**src/rtl/seg_xlate_pkg.sv**
```systemverilog
package seg_xlate_pkg;

  typedef struct packed {
    logic [31:0] base;
    logic [19:0] limit;
    logic        gran;
    logic [1:0]  dpl;
    logic        is_code;
    logic        rw_ok;
    logic [1:0]  rpl;
  } seg_cache_t;

  typedef enum logic [1:0] {
    FLT_NONE   = 2'd0,
    FLT_LIMIT  = 2'd1,
    FLT_PRIV   = 2'd2,
    FLT_RIGHTS = 2'd3
  } fault_kind_e;

  function automatic seg_cache_t real_entry(input logic [15:0] v);
    seg_cache_t e;
    e.base    = {12'b0, v, 4'b0};
    e.limit   = 20'h0FFFF;
    e.gran    = 1'b0;
    e.dpl     = 2'd3;
    e.is_code = 1'b0;
    e.rw_ok   = 1'b1;
    e.rpl     = 2'd0;
    return e;
  endfunction

  function automatic seg_cache_t unpack_desc(input logic [31:0] lo, input logic [31:0] hi,
                                             input logic [1:0] rpl);
    seg_cache_t e;
    e.base    = {hi[31:24], hi[7:0], lo[31:16]};
    e.limit   = {hi[19:16], lo[15:0]};
    e.gran    = hi[23];
    e.dpl     = hi[14:13];
    e.is_code = hi[11];
    e.rw_ok   = hi[9];
    e.rpl     = rpl;
    return e;
  endfunction

endpackage

```
**src/rtl/seg_sel_decode.sv**
```systemverilog
module seg_sel_decode #(
  parameter int AW = 32,
  parameter int SW = 16
) (
  input  logic [SW-1:0] sel_i,
  input  logic [AW-1:0] gdt_base_i,
  input  logic [15:0]   gdt_limit_i,
  input  logic [AW-1:0] ldt_base_i,
  input  logic [15:0]   ldt_limit_i,
  output logic [AW-1:0] desc_addr_o,
  output logic [1:0]    rpl_o,
  output logic          idx_ok_o
);
  localparam int IW = SW - 3;

  logic [IW-1:0] idx;
  logic [AW-1:0] tbl_base;
  logic [15:0]   tbl_lim;

  always_comb begin
    idx         = sel_i[SW-1:3];
    tbl_base    = sel_i[2] ? ldt_base_i  : gdt_base_i;
    tbl_lim     = sel_i[2] ? ldt_limit_i : gdt_limit_i;
    rpl_o       = sel_i[1:0];
    desc_addr_o = tbl_base + AW'({idx, 3'b000});
    // whole 8-byte entry must lie inside the table
    idx_ok_o    = {idx, 3'b111} <= tbl_lim;
  end
endmodule

```
**src/rtl/seg_desc_fetch.sv**
```systemverilog
module seg_desc_fetch #(
  parameter int AW = 32,
  parameter int DW = 32
) (
  input  logic          clk_i,
  input  logic          rst_ni,
  input  logic          start_i,
  input  logic [AW-1:0] addr_i,
  input  logic          mem_rvalid_i,
  input  logic [DW-1:0] mem_rdata_i,
  output logic          mem_req_o,
  output logic [AW-1:0] mem_addr_o,
  output logic          busy_o,
  output logic          done_o,
  output logic [DW-1:0] lo_o
);
  typedef enum logic [1:0] {F_IDLE, F_LO, F_HI} fstate_e;

  fstate_e       state_q;
  logic [AW-1:0] addr_q;
  logic [DW-1:0] lo_q;

  always_ff @(posedge clk_i or negedge rst_ni) begin
    if (!rst_ni) begin
      state_q <= F_IDLE;
      addr_q  <= '0;
      lo_q    <= '0;
    end else begin
      unique case (state_q)
        F_IDLE: if (start_i) begin
          state_q <= F_LO;
          addr_q  <= addr_i;
        end
        F_LO: if (mem_rvalid_i) begin
          state_q <= F_HI;
          lo_q    <= mem_rdata_i;
          addr_q  <= addr_q + AW'(4);
        end
        F_HI: if (mem_rvalid_i) state_q <= F_IDLE;
        default: state_q <= F_IDLE;
      endcase
    end
  end

  assign busy_o     = state_q != F_IDLE;
  assign mem_req_o  = busy_o;
  assign mem_addr_o = addr_q;
  assign done_o     = (state_q == F_HI) && mem_rvalid_i;
  assign lo_o       = lo_q;
endmodule

```
**src/rtl/seg_access_check.sv**
```systemverilog
module seg_access_check
  import seg_xlate_pkg::*;
#(
  parameter int AW = 32
) (
  input  seg_cache_t    ent_i,
  input  logic [AW-1:0] offset_i,
  input  logic          write_i,
  output fault_kind_e   kind_o
);
  logic [AW-1:0] eff_lim;
  logic          lim_bad, priv_bad, rights_bad;

  always_comb begin
    eff_lim    = ent_i.gran ? AW'({ent_i.limit, 12'hFFF}) : AW'(ent_i.limit);
    lim_bad    = offset_i > eff_lim;
    priv_bad   = ent_i.rpl > ent_i.dpl;
    rights_bad = write_i ? (ent_i.is_code || !ent_i.rw_ok)
                         : (ent_i.is_code && !ent_i.rw_ok);
    if (lim_bad)         kind_o = FLT_LIMIT;
    else if (priv_bad)   kind_o = FLT_PRIV;
    else if (rights_bad) kind_o = FLT_RIGHTS;
    else                 kind_o = FLT_NONE;
  end
endmodule

```
**src/rtl/seg_xlate_unit.sv**
```systemverilog
module seg_xlate_unit
  import seg_xlate_pkg::*;
#(
  parameter int NUM_SEGS = 4,
  parameter int AW       = 32,
  parameter int SEG_W    = $clog2(NUM_SEGS)
) (
  input  logic             clk_i,
  input  logic             rst_ni,
  input  logic             prot_mode_i,
  input  logic [AW-1:0]    gdt_base_i,
  input  logic [15:0]      gdt_limit_i,
  input  logic [AW-1:0]    ldt_base_i,
  input  logic [15:0]      ldt_limit_i,
  input  logic             ld_valid_i,
  input  logic [SEG_W-1:0] ld_seg_i,
  input  logic [15:0]      ld_value_i,
  input  logic             acc_valid_i,
  input  logic [SEG_W-1:0] acc_seg_i,
  input  logic [AW-1:0]    acc_offset_i,
  input  logic             acc_write_i,
  output logic             mem_req_o,
  output logic [AW-1:0]    mem_addr_o,
  input  logic             mem_rvalid_i,
  input  logic [31:0]      mem_rdata_i,
  output logic             busy_o,
  output logic             ld_fault_o,
  output logic             res_valid_o,
  output logic [AW-1:0]    lin_addr_o,
  output logic             fault_o,
  output logic [1:0]       fault_kind_o
);
  logic [AW-1:0]    desc_addr;
  logic [1:0]       sel_rpl;
  logic             idx_ok;
  logic             fetch_busy, fetch_done;
  logic [31:0]      fetch_lo;
  logic             ld_go, acc_go, real_wr, fetch_go;
  logic [SEG_W-1:0] pend_seg_q;
  logic [1:0]       pend_rpl_q;
  seg_cache_t       wr_val;
  seg_cache_t       cache_w [NUM_SEGS];
  seg_cache_t       acc_ent;
  fault_kind_e      acc_kind;

  seg_sel_decode #(.AW(AW), .SW(16)) u_dec (
    .sel_i       (ld_value_i),
    .gdt_base_i  (gdt_base_i),
    .gdt_limit_i (gdt_limit_i),
    .ldt_base_i  (ldt_base_i),
    .ldt_limit_i (ldt_limit_i),
    .desc_addr_o (desc_addr),
    .rpl_o       (sel_rpl),
    .idx_ok_o    (idx_ok)
  );

  assign ld_go    = ld_valid_i && !fetch_busy;
  assign real_wr  = ld_go && !prot_mode_i;
  assign fetch_go = ld_go && prot_mode_i && idx_ok;
  assign acc_go   = acc_valid_i && !fetch_busy;

  seg_desc_fetch #(.AW(AW), .DW(32)) u_fetch (
    .clk_i        (clk_i),
    .rst_ni       (rst_ni),
    .start_i      (fetch_go),
    .addr_i       (desc_addr),
    .mem_rvalid_i (mem_rvalid_i),
    .mem_rdata_i  (mem_rdata_i),
    .mem_req_o    (mem_req_o),
    .mem_addr_o   (mem_addr_o),
    .busy_o       (fetch_busy),
    .done_o       (fetch_done),
    .lo_o         (fetch_lo)
  );

  always_ff @(posedge clk_i or negedge rst_ni) begin
    if (!rst_ni) begin
      pend_seg_q <= '0;
      pend_rpl_q <= '0;
      ld_fault_o <= 1'b0;
    end else begin
      if (fetch_go) begin
        pend_seg_q <= ld_seg_i;
        pend_rpl_q <= sel_rpl;
      end
      ld_fault_o <= ld_go && prot_mode_i && !idx_ok;
    end
  end

  assign wr_val = real_wr ? real_entry(ld_value_i)
                          : unpack_desc(fetch_lo, mem_rdata_i, pend_rpl_q);

  // hidden descriptor cache, one entry per slot
  for (genvar s = 0; s < NUM_SEGS; s++) begin : g_seg
    seg_cache_t entry_q;
    logic       wr_en;
    assign wr_en = (real_wr && ld_seg_i == SEG_W'(s)) ||
                   (fetch_done && pend_seg_q == SEG_W'(s));
    always_ff @(posedge clk_i or negedge rst_ni) begin
      if (!rst_ni)    entry_q <= real_entry(16'h0000);
      else if (wr_en) entry_q <= wr_val;
    end
    assign cache_w[s] = entry_q;
  end

  assign acc_ent = cache_w[acc_seg_i];

  seg_access_check #(.AW(AW)) u_chk_acc (
    .ent_i    (acc_ent),
    .offset_i (acc_offset_i),
    .write_i  (acc_write_i),
    .kind_o   (acc_kind)
  );

  always_ff @(posedge clk_i or negedge rst_ni) begin
    if (!rst_ni) begin
      res_valid_o  <= 1'b0;
      lin_addr_o   <= '0;
      fault_o      <= 1'b0;
      fault_kind_o <= 2'd0;
    end else begin
      res_valid_o  <= acc_go;
      fault_o      <= acc_go && (acc_kind != FLT_NONE);
      fault_kind_o <= acc_go ? acc_kind : FLT_NONE;
      if (acc_go) lin_addr_o <= acc_ent.base + acc_offset_i;
    end
  end

  assign busy_o = fetch_busy;
endmodule

```
**config.mk**
```make
export PLATFORM = sky130hd
export DESIGN_NAME = seg_xlate_unit
export DESIGN_NICKNAME = d
export VERILOG_FILES = /design/src/rtl/seg_xlate_pkg.sv /design/src/rtl/seg_sel_decode.sv /design/src/rtl/seg_desc_fetch.sv /design/src/rtl/seg_access_check.sv /design/src/rtl/seg_xlate_unit.sv
export SDC_FILE = /design/constraint.sdc
export NUM_CORES = 1
export LEC_CHECK = 0
export BUFFER_PORTS_ARGS = -buffer_cell sky130_fd_sc_hd__clkbuf_2
export CORE_ASPECT_RATIO = 0.75
export CORE_MARGIN = 2
export CORE_UTILIZATION = 63
export DETAILED_ROUTE_END_ITERATION = 10
export GPL_TIMING_DRIVEN = 0
export PLACE_DENSITY = 0.86
export SYNTH_ARGS = -nofsm -noshare
export SYNTH_HDL_FRONTEND = slang
export SYNTH_SLANG_ARGS = --single-unit
export TNS_END_PERCENT = 30
```
**constraint.sdc**
```tcl
create_clock -name clk_i -period 4.67 [get_ports clk_i]
set_input_delay 0.934 -clock clk_i [delete_from_list [all_inputs] [get_ports clk_i]]
set_output_delay 0.934 -clock clk_i [all_outputs]
set_load 0.05 [all_outputs]
```
==> metrics.yaml, run 1 <==
io_buffers: 255
r2r_slack_ps: 1200
total_power_mw: 14.1
routed_wl_um: 62300
crit_end: "u_fetch.mem_addr_o[29]$_DFFE_PN0P_"
ys_ff_latch: 343
path_clk_slew_ps: 70
max_slew_margin_pct: 35.4
grt_use_total_pct: 39.3
setup_viol_count_final: 0
arrival_ps: 4950
hold_path_class: "in -> async"
drt_iter0_drc: 2403
core-area_sq_um: 30000
htree_levels: 2
vdd.ir_drop.worst_uv: 299
dr.pass1.iters: 6
num-fill-cells: 2107
ioPinCount: 258
seqCellArea_sq_um: 8680
grt_antenna_before_repair: 0
layout-drive-gt1-share_pct: 22.0
gp_congestion: 0.982
final_area_sq_um: 22200
finalCriticalPeriod_ps: 4490
yosysSeqAreaShare_pct: 45.5
synthCells: 2011
final_common_cell: "nand2_1"
dieHeight_um: 155
cts_buffers: 34
gr-total-overflow: 0
die_w_um: 205
hold_violations: 0
worst_pin_slew_ps: 959
multi_input_area_sq_um: 9920
rows: 55
reg2regPathDepth: 8
worstPathMaxFanout: 10
dp.cells: 2668
grt_pass1_wl_um: 95600
synthesis.nets: 2292
status: "finished, final reports clean"
crit_path_start_kind: "input pin"
r2r_start: "u_fetch.state_q[0]$_DFFE_PN0P_"
placed_area_sq_um: 20900
wl_per_cell_um: 22.8
async_flop_share_pct: 100
cp.required_ps: 5130
syn_area_per_cell_sq_um: 9.48
cap_violations: 0
avgViaCountPerCell: 6.54
nNetsFinal: 2590
drcViolationCount: 0
mappedNetlistArea_sq_um: 19100
fin_hold_ws_ps: 234
grt_pass1_vias: 17400
detail-route-antenna-nets: 0
clock_sinks: 343
syn_to_final_growth_pct: 16.3
num_antenna_cells: 0
synth_top_flop_cell: "dfrtp_1"
slew_violations: 0
clock_skew_ps: 22.3
finalSetupTns_ps: 0
postCtsHoldBufs: 0
crit_type: "in -> reg"
grt_start_max_net_pins: 120
yosysWarnings: 0
start_util_pct: 63.6
tritoncts: "done"
cp-end-kind: "flip-flop"
fin_cells: 2733
crit_start: "ld_value_i[2]"
r2r-end: "cache_w[61]$_DFFE_PN1P_"
vias: 17900
finalCritPeriodShare_pct: 96.0
p_leak_nw: 10.1
clk_path_buf_depth: 3
synth_edf_count: 0
clockRootBuffer: "clkbuf_16"
powerDensity_nw_per_um2: 636
fmaxAchievable_ghz: 0.223
fp.dieArea_sq_um: 31700
place_hpwl_um: 46200
insertion_delay_ps: 550
most-common-layout-cells: "nand2_1 (336), dfrtp_1 (267), clkbuf_2 (262)"
ys_types: 76
==> state kept, by name, indices dropped and copies added, names as in the netlist <==
signal and flops:
u_fetch.mem_addr_o 32, fault_o 1, ld_fault_o 1, u_fetch.lo_o 32, u_fetch.state_q 2, cache_w 236
pend_rpl_q 2, res_valid_o 1, pend_seg_q 2, fault_kind_o 2, lin_addr_o 32
==> cells by family after synthesis <==
group	synth area share (%)
xor+xnor	1.97
mux	10.3
buf+inv	2.86
compound gates	17.1
flops	45.5
simple gates	16.0
fa+ha+maj	6.30
==> worst max-delay path: stages <==
cell       delay (ps)
clkbuf_2          190
buf_2             270
buf_2             260
clkbuf_4          250
buf_2             270
buf_4             290
mux2i_2           130
fa_1              440
nor2b_1           140
o21a_1            170
o21ai_1           110
a211o_1           340
a311oi_4          280
buf_4             220
buf_4             130
o2111ai_1         130
and3_1            220
nor3_1            160
==> through the flow <==
step | util (%) | setup WS, ps
floorplan | - | 125
CTS | 73.6 | -12.7
global placement | 69.5 | -4360
finish | 74.0 | 185
detailed placement | 69.8 | -1120
global route | 74.0 | -12.5
==> cell usage after synthesis (14+ instances only) <==
cell,count,area [sq um]
nand3_1,23,115
nor3_1,18,90.1
o21a_1,17,128
dfstp_2,76,2000
mux4_2,59,1330
dfrtp_1,267,6680
nor2b_1,22,138
buf_2,16,80.1
nand2_1,336,1260
o21ai_1,20,100
mux2_2,14,158
a21o_1,32,240
inv_1,28,105
ha_1,92,1150
nor2_1,238,893
clkbuf_1,80,300
xnor2_1,28,245
o21ai_0,160,801
mux2i_1,48,480
xor2_1,15,131
a21oi_1,224,1120
nand4_1,25,156
==> power breakdown <==
group	internal, mW	total, mW	switching [mW]
combinational	2.05	5.92	3.87
clock	1.61	2.82	1.21
sequential	4.47	5.36	0.892
==> final cells by class <==
class                           count  share of cell area [%]
Multi-Input combinational cell   1529                    44.7
Sequential cell                   343                    39.1
Timing Repair Buffer              262                    6.30
Clock buffer                       54                    4.58
Tap cell                          399                    2.25
Buffer                            110                    2.10
Inverter                           29                   0.491
Clock inverter                      7                   0.451
==> timing repair <==
action / 4_1_cts / 5_1_grt
buffers inserted: 0 / 4
gates resized for setup: 6 / 29
pin swaps: 0 / 3
setup endpoints to repair: 36 / 45
==> layer usage <==
metal / track usage, % / vias up / wire (um)
met5: 0 / - / 0
met4: 16.6 / 0 / 3120
li1: - / 7765 / -
met2: 57.2 / 1204 / 27000
met1: 54.8 / 8674 / 23900
met3: 12.2 / 236 / 8250
==> how the worst min path moves through the flow <==
stage | depth (start not counted) | start | to
2_1_floorplan | 2 | cache_w[106]$_DFFE_PN0P_ | cache_w[106]$_DFFE_PN0P_
5_1_grt | 1 | rst_ni | lin_addr_o[22]$_DFFE_PN0P_
4_1_cts | 1 | rst_ni | lin_addr_o[27]$_DFFE_PN0P_
3_5_place_dp | 2 | u_fetch.lo_o[27]$_DFFE_PN0P_ | u_fetch.lo_o[27]$_DFFE_PN0P_
6_report | 1 | rst_ni | lin_addr_o[27]$_DFFE_PN0P_
3_3_place_gp | 2 | cache_w[202]$_DFFE_PN0P_ | cache_w[202]$_DFFE_PN0P_
Power figures use the tool's default switching activity.
==> run 2, diff against run 1 <==
--- a/config.mk
+++ b/config.mk
@@ -5,13 +5,14 @@
 export SDC_FILE = /design/constraint.sdc
 export NUM_CORES = 1
 export LEC_CHECK = 0
+export ABC_CLOCK_PERIOD_IN_PS = 4670
 export BUFFER_PORTS_ARGS = -buffer_cell sky130_fd_sc_hd__clkbuf_2
 export CORE_ASPECT_RATIO = 0.75
 export CORE_MARGIN = 2
-export CORE_UTILIZATION = 63
+export CORE_UTILIZATION = 40
+export CTS_CLUSTER_DIAMETER = 30
 export DETAILED_ROUTE_END_ITERATION = 10
 export GPL_TIMING_DRIVEN = 0
-export PLACE_DENSITY = 0.86
 export SYNTH_ARGS = -nofsm -noshare
 export SYNTH_HDL_FRONTEND = slang
 export SYNTH_SLANG_ARGS = --single-unit
==> run 2 against run 1 <==
Against the previous run:
- wire length up 6.3%
- sequential share of layout area is 2.6 points lower
- setup slack worse by 31 ps
- first-iteration DRC count shrank 29%
- clock skew up 4.1 ps
- core utilization shrank 24 points
- cell area is 7.0% higher
- worst hold slack improved by 91 ps
- die area grew 56%
==> metrics.yaml, run 2 (synthesis results as in run 1) <==
vias: 17400  # -3.0%
layout-drive-gt1-share_pct: 24.1  # +2.1 points
hold_path_class: "in -> async"
finalCritPeriodShare_pct: 96.7  # +0.67 points
clock_skew_ps: 26.5  # +4.14 ps
vdd.ir_drop.worst_uv: 301  # +0.52%
nNetsFinal: 2623  # +1.3%
arrival_ps: 4980  # +30 ps
worstPathMaxFanout: 10  # unchanged
fmaxAchievable_ghz: 0.221  # -0.70%
insertion_delay_ps: 580  # +30 ps
setup_viol_count_final: 0  # unchanged
crit_type: "in -> reg"
ioPinCount: 258  # unchanged
grt_pass1_wl_um: 99400  # +3.9%
cap_violations: 0  # unchanged
cp.required_ps: 5130  # about the same
fin_hold_ws_ps: 325  # +91.2 ps
drcViolationCount: 0  # unchanged
hold_violations: 0  # unchanged
start_util_pct: 40.4  # -23 points
clk_path_buf_depth: 3  # unchanged
cp_common_cell: "buf_2"
finalWorstSetupSlack_ps: 153  # -31.5 ps
powerDensity_nw_per_um2: 688  # +8.3%
critPathSlowestCell: "clkbuf_1"
crit_start: "ld_value_i[2]"
num-fill-cells: 4339  # +110%
crit_path_max_incr_delay_ps: 460  # +20 ps
p_leak_nw: 10.7  # +6.0%
tritoncts: "done"
cp_num_cells: 16  # -2
r2r_slack_ps: 930  # -270 ps
most-common-layout-cells: "nand2_1 (336), dfrtp_1 (267), clkbuf_2 (257)"
drt_iter0_drc: 1715  # -29%
slew_violations: 0  # unchanged
dp.cells: 2908  # +9.0%
critical_path_buf_inv_count: 7  # -1
place_hpwl_um: 50100  # +8.5%
r2r-end: "cache_w[67]$_DFFE_PN1P_"
detail-route-antenna-nets: 0  # unchanged
path_clk_slew_ps: 50  # -20 ps
grt_antenna_before_repair: 2  # +2
path_cells: "clkbuf_2, buf_2, buf_2, buf_2, clkbuf_4, clkbuf_4, mux2i_1, ha_1, nand4_1, nor2_1, o21ai_0, a21o_1, a31oi_4, clkbuf_1, nor3_1, a211o_1"
avgViaCountPerCell: 5.71  # -13%
wl_per_cell_um: 21.8  # -4.4%
cts_buffers: 71  # +110%
placed_area_sq_um: 21200  # +1.4%
syn_to_final_growth_pct: 24.5
status: "finished, final reports clean"
clockRootBuffer: "clkbuf_16"
total_power_mw: 16.4  # +16%
cp-end-kind: "flip-flop"
post-place-ws_ps: -1150  # -26.5 ps
routed_wl_um: 66200  # +6.3%
path_delay_family: "buffers and inverters"
io_buffers: 255  # unchanged
dieHeight_um: 193  # +25%
final_area_sq_um: 23800  # +7.0%
crit_path_start_kind: "input pin"
die_w_um: 256  # +25%
postCtsHoldBufs: 0  # unchanged
fp.dieArea_sq_um: 49500  # +56%
crit_end: "u_fetch.mem_addr_o[2]$_DFFE_PN0P_"
largest_register_ffs: 236  # unchanged
worst_pin_slew_ps: 1080  # +118 ps
gp_congestion: 0.924  # -5.8%
rows: 69  # +25%
fin_cells: 3038  # +11%
final_common_cell: "nand2_1"
r2r_start: "u_fetch.state_q[0]$_DFFE_PN0P_"
grt_start_max_net_pins: 103  # -14%
dr.pass1.iters: 5  # -1
clock_sinks: 343  # unchanged
grt_pass1_vias: 16800  # -3.6%
reg2regPathDepth: 8  # unchanged
finalCriticalPeriod_ps: 4520  # +31.5 ps
grt_use_total_pct: 26.4  # -13 points
htree_levels: 3  # +1
core-area_sq_um: 47200  # +57%
gr-total-overflow: 0  # unchanged
max_slew_margin_pct: 27.4  # -8.0 points
run 2: cell types whose count changed in the layout (fill, tap and decap cells not counted), sizes merged:
cell      before  now
clkbuf       396  424
clkinv         5   17
clkinvlp       0    9
inv           29   36
bufinv         2    8
buf           30   32
diode          0    1
run 2: worst min-delay path by stage:
stage,from,endpoint,slack (ps),cells after the start
5_1_grt,rst_ni,lin_addr_o[25]$_DFFE_PN0P_,370,1
2_1_floorplan,cache_w[106]$_DFFE_PN0P_,cache_w[106]$_DFFE_PN0P_,440,2
4_1_cts,rst_ni,lin_addr_o[26]$_DFFE_PN0P_,350,1
6_report,rst_ni,lin_addr_o[25]$_DFFE_PN0P_,330,1
3_5_place_dp,u_fetch.lo_o[3]$_DFFE_PN0P_,u_fetch.lo_o[3]$_DFFE_PN0P_,460,2
3_3_place_gp,cache_w[175]$_DFFE_PN0P_,cache_w[175]$_DFFE_PN0P_,460,2
run 2: what timing repair did:
action                     in CTS  in global routing
gates resized for setup         6                 21
pin swaps                       0                  1
setup endpoints to repair      43                 48
setup buffers                   0                  1
run 2: routing by layer:
layer | wire length (um) | global-route usage (%)
met2 | 29000 | 39.3
met3 | 5580 | 5.52
met4 | 1970 | 8.88
met5 | 13 | 0
met1 | 29600 | 38.3
run 2: cell type report:
cell class | instances | area [sq um] | area share (%)
diodes | 1 | 2.50 | 0.0105
multi-input cells | 1529 | 9890 | 41.6
inverters | 29 | 109 | 0.458
plain buffers | 109 | 455 | 1.92
flip-flops and latches | 343 | 8680 | 36.5
clock inverters | 41 | 482 | 2.03
repair buffers | 259 | 1380 | 5.79
clock buffers | 88 | 1960 | 8.27
well taps | 639 | 800 | 3.37
run 2: worst reg2reg max path, stage by stage (launching register included):
cell,delay (ps)
dfrtp_1,390
nor2_1,700
nand2_1,140
nor2_1,640
nand2_1,170
o21ai_1,670
clkbuf_1,680
nor2_1,100
a21oi_1,170
run 2: where the power goes:
part	total, mW	switching, mW	internal (mW)
logic	5.90	3.86	2.04
registers	5.32	0.846	4.47
clock network	5.13	1.69	3.44
total	16.4	6.40	9.95
run 2: per-stage QoR:
step                      utilization (%)  setup TNS [ps]
after detailed placement             45.0          -45940
after floorplan                         -               0
after global placement               44.8        -1454430
final                                50.3               0
after CTS                            50.2               0
after global routing                 50.3           -10.9
